**src/rtl/vsi_pkg.sv**
```systemverilog
package vsi_pkg;

  typedef enum logic [1:0] {
    LVL_DATA     = 2'b00,
    LVL_BLANK    = 2'b01,
    LVL_SYNC_NEG = 2'b10,
    LVL_SYNC_POS = 2'b11
  } lvl_e;

  // strobes from control to datapath, valid for the current edge
  typedef struct packed {
    logic syncAct;     // sync requested this edge
    logic syncPos;     // positive phase
    logic blankAct;    // blank requested this edge
    logic syncAll;     // sync applies to chroma too
    logic chromaZero;  // chroma blanking code forced to zero
  } strobe_t;

endpackage

```
**src/rtl/vsi_ctrl.sv**
```systemverilog
module vsi_ctrl
  import vsi_pkg::*;
#(
  parameter bit CHROMA_ZERO_Y_ONLY = 1'b0,
  parameter int CAPTURE_DELAY      = 2
) (
  input  logic    clk,
  input  logic    rstN,
  input  logic    syncN,
  input  logic    blankN,
  input  logic    syncHi,
  input  logic    cfgPin,
  output strobe_t stb,
  output logic    modeBit,
  output logic    allChBit,
  output logic    cfgValid
);

  localparam int CW = $clog2(CAPTURE_DELAY + 1);
  localparam logic [CW-1:0] CNT_FIRE = CW'(CAPTURE_DELAY);
  localparam logic [CW-1:0] CNT_IDLE = '0;
  localparam logic [CW-1:0] CNT_ONE  = CW'(1);

  logic          syncPrevQ;
  logic [CW-1:0] cntQ;
  logic          dirRiseQ;
  logic          syncEdge;
  logic          fire;

  assign syncEdge = (syncN != syncPrevQ);
  assign fire     = (cntQ == CNT_FIRE);

  always_comb begin
    stb.syncAct    = ~syncN;
    stb.syncPos    = ~syncN & syncHi;
    stb.blankAct   = ~blankN;
    stb.syncAll    = allChBit;
    stb.chromaZero = CHROMA_ZERO_Y_ONLY & ~allChBit;
  end

  // edge tracking and capture countdown
  always_ff @(posedge clk or negedge rstN) begin
    if (!rstN) begin
      syncPrevQ <= 1'b1;
      cntQ      <= CNT_IDLE;
      dirRiseQ  <= 1'b0;
    end else begin
      syncPrevQ <= syncN;
      if (syncEdge) begin
        cntQ     <= CNT_ONE;
        dirRiseQ <= syncN;
      end else if (fire) begin
        cntQ <= CNT_IDLE;
      end else if (cntQ != CNT_IDLE) begin
        cntQ <= cntQ + CNT_ONE;
      end
    end
  end

  // stored configuration
  always_ff @(posedge clk or negedge rstN) begin
    if (!rstN) begin
      modeBit  <= 1'b0;
      allChBit <= 1'b0;
      cfgValid <= 1'b0;
    end else if (fire) begin
      if (dirRiseQ) begin
        modeBit  <= cfgPin;
        cfgValid <= 1'b1;
      end else begin
        allChBit <= cfgPin;
      end
    end
  end

  AST_CFG_ONLY_ON_FIRE: assert property (@(posedge clk) disable iff (!rstN)
    !fire |=> ($stable(modeBit) && $stable(allChBit)));
  AST_VALID_STICKY: assert property (@(posedge clk) disable iff (!rstN)
    cfgValid |=> cfgValid);
  AST_VALID_FROM_RISE: assert property (@(posedge clk) disable iff (!rstN)
    $rose(cfgValid) |-> $past(fire && dirRiseQ));

endmodule

```
**src/rtl/vsi_datapath.sv**
```systemverilog
module vsi_datapath
  import vsi_pkg::*;
#(
  parameter int NUM_CH             = 3,
  parameter int W                  = 10,
  parameter bit CHROMA_ZERO_Y_ONLY = 1'b0
) (
  input  logic                   clk,
  input  logic                   rstN,
  input  strobe_t                stb,
  input  logic [NUM_CH-1:0][W-1:0] pixIn,
  output logic [NUM_CH-1:0][W-1:0] codeOut,
  output logic [NUM_CH-1:0][1:0]   lvlOut
);

  localparam logic [W-1:0] CODE_ZERO = '0;
  localparam logic [W-1:0] CODE_MID  = W'(1) << (W - 1);
  localparam logic [W-1:0] CHROMA_RST = CHROMA_ZERO_Y_ONLY ? CODE_ZERO : CODE_MID;

  logic liveQ;

  always_ff @(posedge clk or negedge rstN) begin
    if (!rstN) liveQ <= 1'b0;
    else       liveQ <= 1'b1;
  end

  for (genvar ch = 0; ch < NUM_CH; ch++) begin : g_ch
    localparam bit IS_LUMA = (ch == 0);
    logic [W-1:0] blankCode;
    logic         syncHere;
    logic [W-1:0] codeNext;
    lvl_e         lvlNext;

    always_comb begin
      if (IS_LUMA)             blankCode = CODE_ZERO;
      else if (stb.chromaZero) blankCode = CODE_ZERO;
      else                     blankCode = CODE_MID;
      syncHere = stb.syncAct & (IS_LUMA | stb.syncAll);
      if (syncHere) begin
        lvlNext  = stb.syncPos ? LVL_SYNC_POS : LVL_SYNC_NEG;
        codeNext = blankCode;
      end else if (stb.blankAct) begin
        lvlNext  = LVL_BLANK;
        codeNext = blankCode;
      end else begin
        lvlNext  = LVL_DATA;
        codeNext = pixIn[ch];
      end
    end

    always_ff @(posedge clk or negedge rstN) begin
      if (!rstN) begin
        codeOut[ch] <= IS_LUMA ? CODE_ZERO : CHROMA_RST;
        lvlOut[ch]  <= LVL_BLANK;
      end else begin
        codeOut[ch] <= codeNext;
        lvlOut[ch]  <= lvlNext;
      end
    end
  end

  AST_SYNC_WINS: assert property (@(posedge clk) disable iff (!rstN)
    liveQ && $past(stb.syncAct && stb.blankAct) |-> lvlOut[0][1]);
  AST_SYNC_POLARITY: assert property (@(posedge clk) disable iff (!rstN)
    liveQ && $past(stb.syncAct) |-> (lvlOut[0][0] == $past(stb.syncPos)));
  AST_SYNC_LUMA_CODE: assert property (@(posedge clk) disable iff (!rstN)
    lvlOut[0][1] |-> (codeOut[0] == CODE_ZERO));
  AST_DATA_PASS: assert property (@(posedge clk) disable iff (!rstN)
    liveQ && $past(!stb.syncAct && !stb.blankAct) |-> (codeOut[0] == $past(pixIn[0])));
  AST_BLANK_LEVEL: assert property (@(posedge clk) disable iff (!rstN)
    liveQ && $past(!stb.syncAct && stb.blankAct) |-> (lvlOut == {NUM_CH{LVL_BLANK}}));

endmodule

```
**src/rtl/vsync_inserter.sv**
```systemverilog
module vsync_inserter
  import vsi_pkg::*;
#(
  parameter int W                  = 10,
  parameter bit CHROMA_ZERO_Y_ONLY = 1'b0,
  parameter int CAPTURE_DELAY      = 2
) (
  input  logic         clk,
  input  logic         rstN,
  input  logic         syncN,
  input  logic         blankN,
  input  logic         syncHi,
  input  logic         cfgPin,
  input  logic [W-1:0] pixY,
  input  logic [W-1:0] pixB,
  input  logic [W-1:0] pixR,
  output logic [W-1:0] codeY,
  output logic [W-1:0] codeB,
  output logic [W-1:0] codeR,
  output logic [1:0]   lvlY,
  output logic [1:0]   lvlB,
  output logic [1:0]   lvlR,
  output logic         modeBit,
  output logic         allChBit,
  output logic         cfgValid
);

  localparam int NUM_CH = 3;

  strobe_t                  stb;
  logic [NUM_CH-1:0][W-1:0] pixAll;
  logic [NUM_CH-1:0][W-1:0] codeAll;
  logic [NUM_CH-1:0][1:0]   lvlAll;

  assign pixAll = {pixR, pixB, pixY};

  vsi_ctrl #(
    .CHROMA_ZERO_Y_ONLY(CHROMA_ZERO_Y_ONLY),
    .CAPTURE_DELAY     (CAPTURE_DELAY)
  ) u_ctrl (
    .clk     (clk),
    .rstN    (rstN),
    .syncN   (syncN),
    .blankN  (blankN),
    .syncHi  (syncHi),
    .cfgPin  (cfgPin),
    .stb     (stb),
    .modeBit (modeBit),
    .allChBit(allChBit),
    .cfgValid(cfgValid)
  );

  vsi_datapath #(
    .NUM_CH            (NUM_CH),
    .W                 (W),
    .CHROMA_ZERO_Y_ONLY(CHROMA_ZERO_Y_ONLY)
  ) u_dp (
    .clk    (clk),
    .rstN   (rstN),
    .stb    (stb),
    .pixIn  (pixAll),
    .codeOut(codeAll),
    .lvlOut (lvlAll)
  );

  assign codeY = codeAll[0];
  assign codeB = codeAll[1];
  assign codeR = codeAll[2];
  assign lvlY  = lvlAll[0];
  assign lvlB  = lvlAll[1];
  assign lvlR  = lvlAll[2];

endmodule

```
**config.mk**
```make
export PLATFORM = sky130hd
export DESIGN_NAME = vsync_inserter
export DESIGN_NICKNAME = d
export VERILOG_FILES = /design/src/rtl/vsi_pkg.sv /design/src/rtl/vsi_ctrl.sv /design/src/rtl/vsi_datapath.sv /design/src/rtl/vsync_inserter.sv
export SDC_FILE = /design/constraint.sdc
export NUM_CORES = 1
export LEC_CHECK = 0
export ABC_AREA = 1
export ABC_CLOCK_PERIOD_IN_PS = 1300
export CORE_UTILIZATION = 39
export DETAILED_ROUTE_END_ITERATION = 12
export PLACE_DENSITY = 0.78
export SLEW_MARGIN = 25
export SYNTH_ARGS = -nofsm -noshare
export SYNTH_HDL_FRONTEND = slang
export SYNTH_HIERARCHICAL = 1
export SYNTH_SLANG_ARGS = --single-unit
```
**constraint.sdc**
```tcl
create_clock -name clk -period 1.3 [get_ports clk]
set_clock_uncertainty 0.2 [all_clocks]
set_input_delay 0.26 -clock clk [delete_from_list [all_inputs] [get_ports clk]]
set_output_delay 0.26 -clock clk [all_outputs]
set_load 0.03 [all_outputs]
```
==> metrics.log <==
INFO  metric violations_in_the_final_reports = setup timing
INFO  metric final_hold_viol_count = 0
INFO  metric tritoncts_clock_tree = done
INFO  metric io_pins = 75
INFO  metric yosysSeqAreaShare = 68.7%
INFO  metric ant_nets = 0
INFO  metric setup.worst_path.start_class = flop
INFO  metric cts.reportedPaths.clkPinSlew = 0.07 ns
INFO  metric wire_per_inst = 10.5 um
INFO  metric placed_cells_incl_taps = between 200 and 300
INFO  metric grt_pass1_vias = ~1,200
INFO  metric criticalPathCategory = reg2out
INFO  metric die_width = 64.1 um
INFO  metric commonest_cells_after_routing_fill_and_taps_aside = 46 x sky130_fd_sc_hd__nand2_1, 35 x sky130_fd_sc_hd__dfrtp_1, 34 x sky130_fd_sc_hd__clkdlybuf4s50_1, 29 x sky130_fd_sc_hd__nor2_1, 28 x sky130_fd_sc_hd__buf_6
INFO  metric layout.core_utilization = 66.6%
INFO  metric gp_routability_congestion = 0.765
INFO  metric power.net_switching = 0.942 mW
INFO  metric synth_area_per_cell = 10.1 um^2
INFO  metric p_leak = 1.25 nW
INFO  metric setup_viol_count_final = 5
INFO  metric cell_breakdown_of_the_critical_path = buf_6
INFO  metric final_stage_net_count = 268
INFO  metric placement_rows = 22
INFO  metric sequentialPowerShare = 43.6%
INFO  metric layout-drive-gt1-share = between 30% and 40%
INFO  metric grt_pass1_wl = ~5100 um
INFO  metric cp.required = 0.84 ns
INFO  metric power_frac_comb = 26.5%
INFO  metric num_antenna_cells = 0
INFO  metric endpoint_kind = primary output
INFO  metric dp_worst_setup_slack = -0.317 ns
INFO  metric crit_path_max_incr_delay = 0.55 ns
INFO  metric drt_drc_violations_left = 0
INFO  metric slew_viols_final = 0
INFO  metric period_minus_slack = between 1 and 1.5 ns
INFO  metric worst_slack = -0.117 ns
INFO  metric run_status = finished, violations left
INFO  metric fmax = 0.706 GHz
INFO  metric via_per_inst = 4.27
INFO  metric grt_setup_unrepaired = true
INFO  metric synth-seq-cells = 41
INFO  metric fin_area = 2450 um^2
INFO  metric p_sw_share = between 20% and 30%
INFO  metric peakVddDrop = 0.717 mV
INFO  metric first_iter_violations = 27
INFO  metric grt_antenna_before_repair = 0
INFO  metric synth_cell_type_count = 17
INFO  metric dpl_cell_area = 2210 um^2
INFO  metric final_common_cell = sky130_fd_sc_hd__nand2_1
INFO  metric ctsLongestPathBuffers = 2
INFO  metric count_of_buffers_from_port_buffering = 74
INFO  metric routed-via-count = 1,199
INFO  metric synth_fp_nets = 185
INFO  metric clk_root_buffer_cell = sky130_fd_sc_hd__clkbuf_8
INFO  metric path_buf_inv = 1
INFO  metric skew_pair_late_insertion_delay = 0.28 ns
INFO  metric power_report.internal_total = 2.45 mW
INFO  metric critical_path.max_fanout = 2
INFO  metric initial_core_util = 40.7%
INFO  metric tritoncts.num_buffers = 5
INFO  metric timing.final.crit_share = 109%
INFO  metric grt.overflow.total = 0
INFO  metric detailedRoute.firstPassIterationCount = 4
INFO  metric post-dp-hpwl = 2180 um
INFO  metric worst_path_dominant_cell_family = flip-flops
INFO  metric max_cap_violations = 0
INFO  metric yosysWarnings = 6
INFO  metric grt_max_degree = 42
INFO  metric crit_slowest_cell = sky130_fd_sc_hd__dfstp_2
INFO  metric drt-total-wl = approximately 3000 um
INFO  metric grt.total_usage = 16.7%
INFO  metric design.die.area = 4100 um^2
INFO  metric syn-instance-count = 149
INFO  metric die-height = 64.1 um
INFO  metric min_path_type = in2async
INFO  metric h-tree-depth = 2
INFO  metric clock-sinks = 41
INFO  metric post_layout_nonfiller_instances = ~280
INFO  metric pwr-share-clk = a little under a third
INFO  metric synth_area = 1500 um^2
INFO  metric coreArea = 3690 um^2
INFO  metric powerDensity = 1380 nW/um^2
INFO  metric cp.arrival = 0.96 ns
INFO  metric syn2layout_area_growth = 63.4%
-- worst paths after layout --
| check | cells past startpoint | slack [ns] | endpoint | startpoint |
|---|---|---|---|---|
| max in group asynchronous | 3 | 0.35 | u_dp/lvlOut[4] | rstN |
| setup reg to reg | 4 | 0.06 | u_dp/lvlOut[4] | u_ctrl/allChBit |
| hold reg to reg | 2 | 0.30 | u_ctrl/cfgValid | u_ctrl/cfgValid |
| min in group clk | 3 | 0.29 | u_dp/codeOut[4] | pixY[4] |
| hold / removal | 3 | 0.28 | u_dp/codeOut[11] | rstN |
| setup / recovery | 1 | -0.12 | lvlR[0] | u_dp/lvlOut[4] |
-- power groups by stage --
| stage | clock network, mW | logic [mW] | registers [mW] |
|---|---|---|---|
| after global placement | 0 | 0.788 | 1.49 |
| after detailed placement | 0 | 0.801 | 1.49 |
| final | 1.02 | 0.897 | 1.48 |
| after CTS | 1.04 | 0.830 | 1.47 |
| after global routing | 1.12 | 0.965 | 1.49 |
| after floorplan | 0 | 0.235 | 1.71 |
-- cells in the mapped netlist --
master | number | share of area (%)
sky130_fd_sc_hd__o21ai_0 | 2 | 0.67
sky130_fd_sc_hd__a21boi_1 | 1 | 0.50
sky130_fd_sc_hd__buf_4 | 8 | 4.0
sky130_fd_sc_hd__nor2_1 | 29 | 7.2
sky130_fd_sc_hd__conb_1 | 1 | 0.25
sky130_fd_sc_hd__nand3_1 | 2 | 0.67
sky130_fd_sc_hd__dfstp_2 | 5 | 8.7
sky130_fd_sc_hd__nand2_1 | 46 | 11
sky130_fd_sc_hd__or2_0 | 1 | 0.42
sky130_fd_sc_hd__inv_1 | 6 | 1.5
sky130_fd_sc_hd__buf_6 | 1 | 0.75
sky130_fd_sc_hd__dfrtp_1 | 36 | 60
sky130_fd_sc_hd__nand4_1 | 2 | 0.83
sky130_fd_sc_hd__buf_2 | 1 | 0.33
sky130_fd_sc_hd__inv_2 | 4 | 1.0
sky130_fd_sc_hd__nand2_2 | 3 | 1.2
sky130_fd_sc_hd__nor2_2 | 1 | 0.42
-- cell families after synthesis --
kind of cell	after synthesis	synth area share, %
buffers and inverters	20	7.58
DFF	41	68.7
and+or+nand+nor	84	22.3
other	1	0.250
AOI/OAI and AO/OA	3	1.17
-- metal layers --
metal	GRT usage [%]	vias up	wire (um)
met1	18.5	539	1160
met5	0	-	0
met3	5.36	5	209
met2	29.7	50	1560
met4	5.97	0	38
li1	-	605	-
-- through the flow --
stage | power (mW) | hold WS [ns] | setup TNS (ns)
floorplan | 1.95 | -0.236 | 0
global placement | 2.28 | 0.0451 | -6.97
detailed placement | 2.29 | 0.0522 | -8.35
CTS | 3.35 | 0.278 | -0.594
global route | 3.57 | 0.302 | -0.753
finish | 3.39 | 0.283 | -0.508
-- sequential cells by signal, indices dropped and copies added, names as in the netlist --
register,cells
u_ctrl/syncPrevQ,1
u_ctrl/cntQ,2
u_dp/lvlOut,4
u_ctrl/allChBit,1
u_ctrl/dirRiseQ,1
u_ctrl/cfgValid,1
u_dp/codeOut,30
u_ctrl/modeBit,1
-- timing repair --
item | 4_1_cts | 5_1_grt
pin swaps | 0 | 0
hold buffers | 1 | 0
gates resized for setup | 7 | 23
endpoints found under the setup margin | 8 | 42
setup buffers | 0 | 2
hold endpoints to repair | 41 | 0
-- final cells by class --
type                       count  area [um^2]
clock inverter                 1         30.0
clock buffer                   7         86.3
inverter                      10         40.0
sequential                    41         1030
multi-input combinational     88          357
timing repair buffer          86          848
fill                         313         1230
tap                           48         60.1
(Power assumes the default switching activity.)
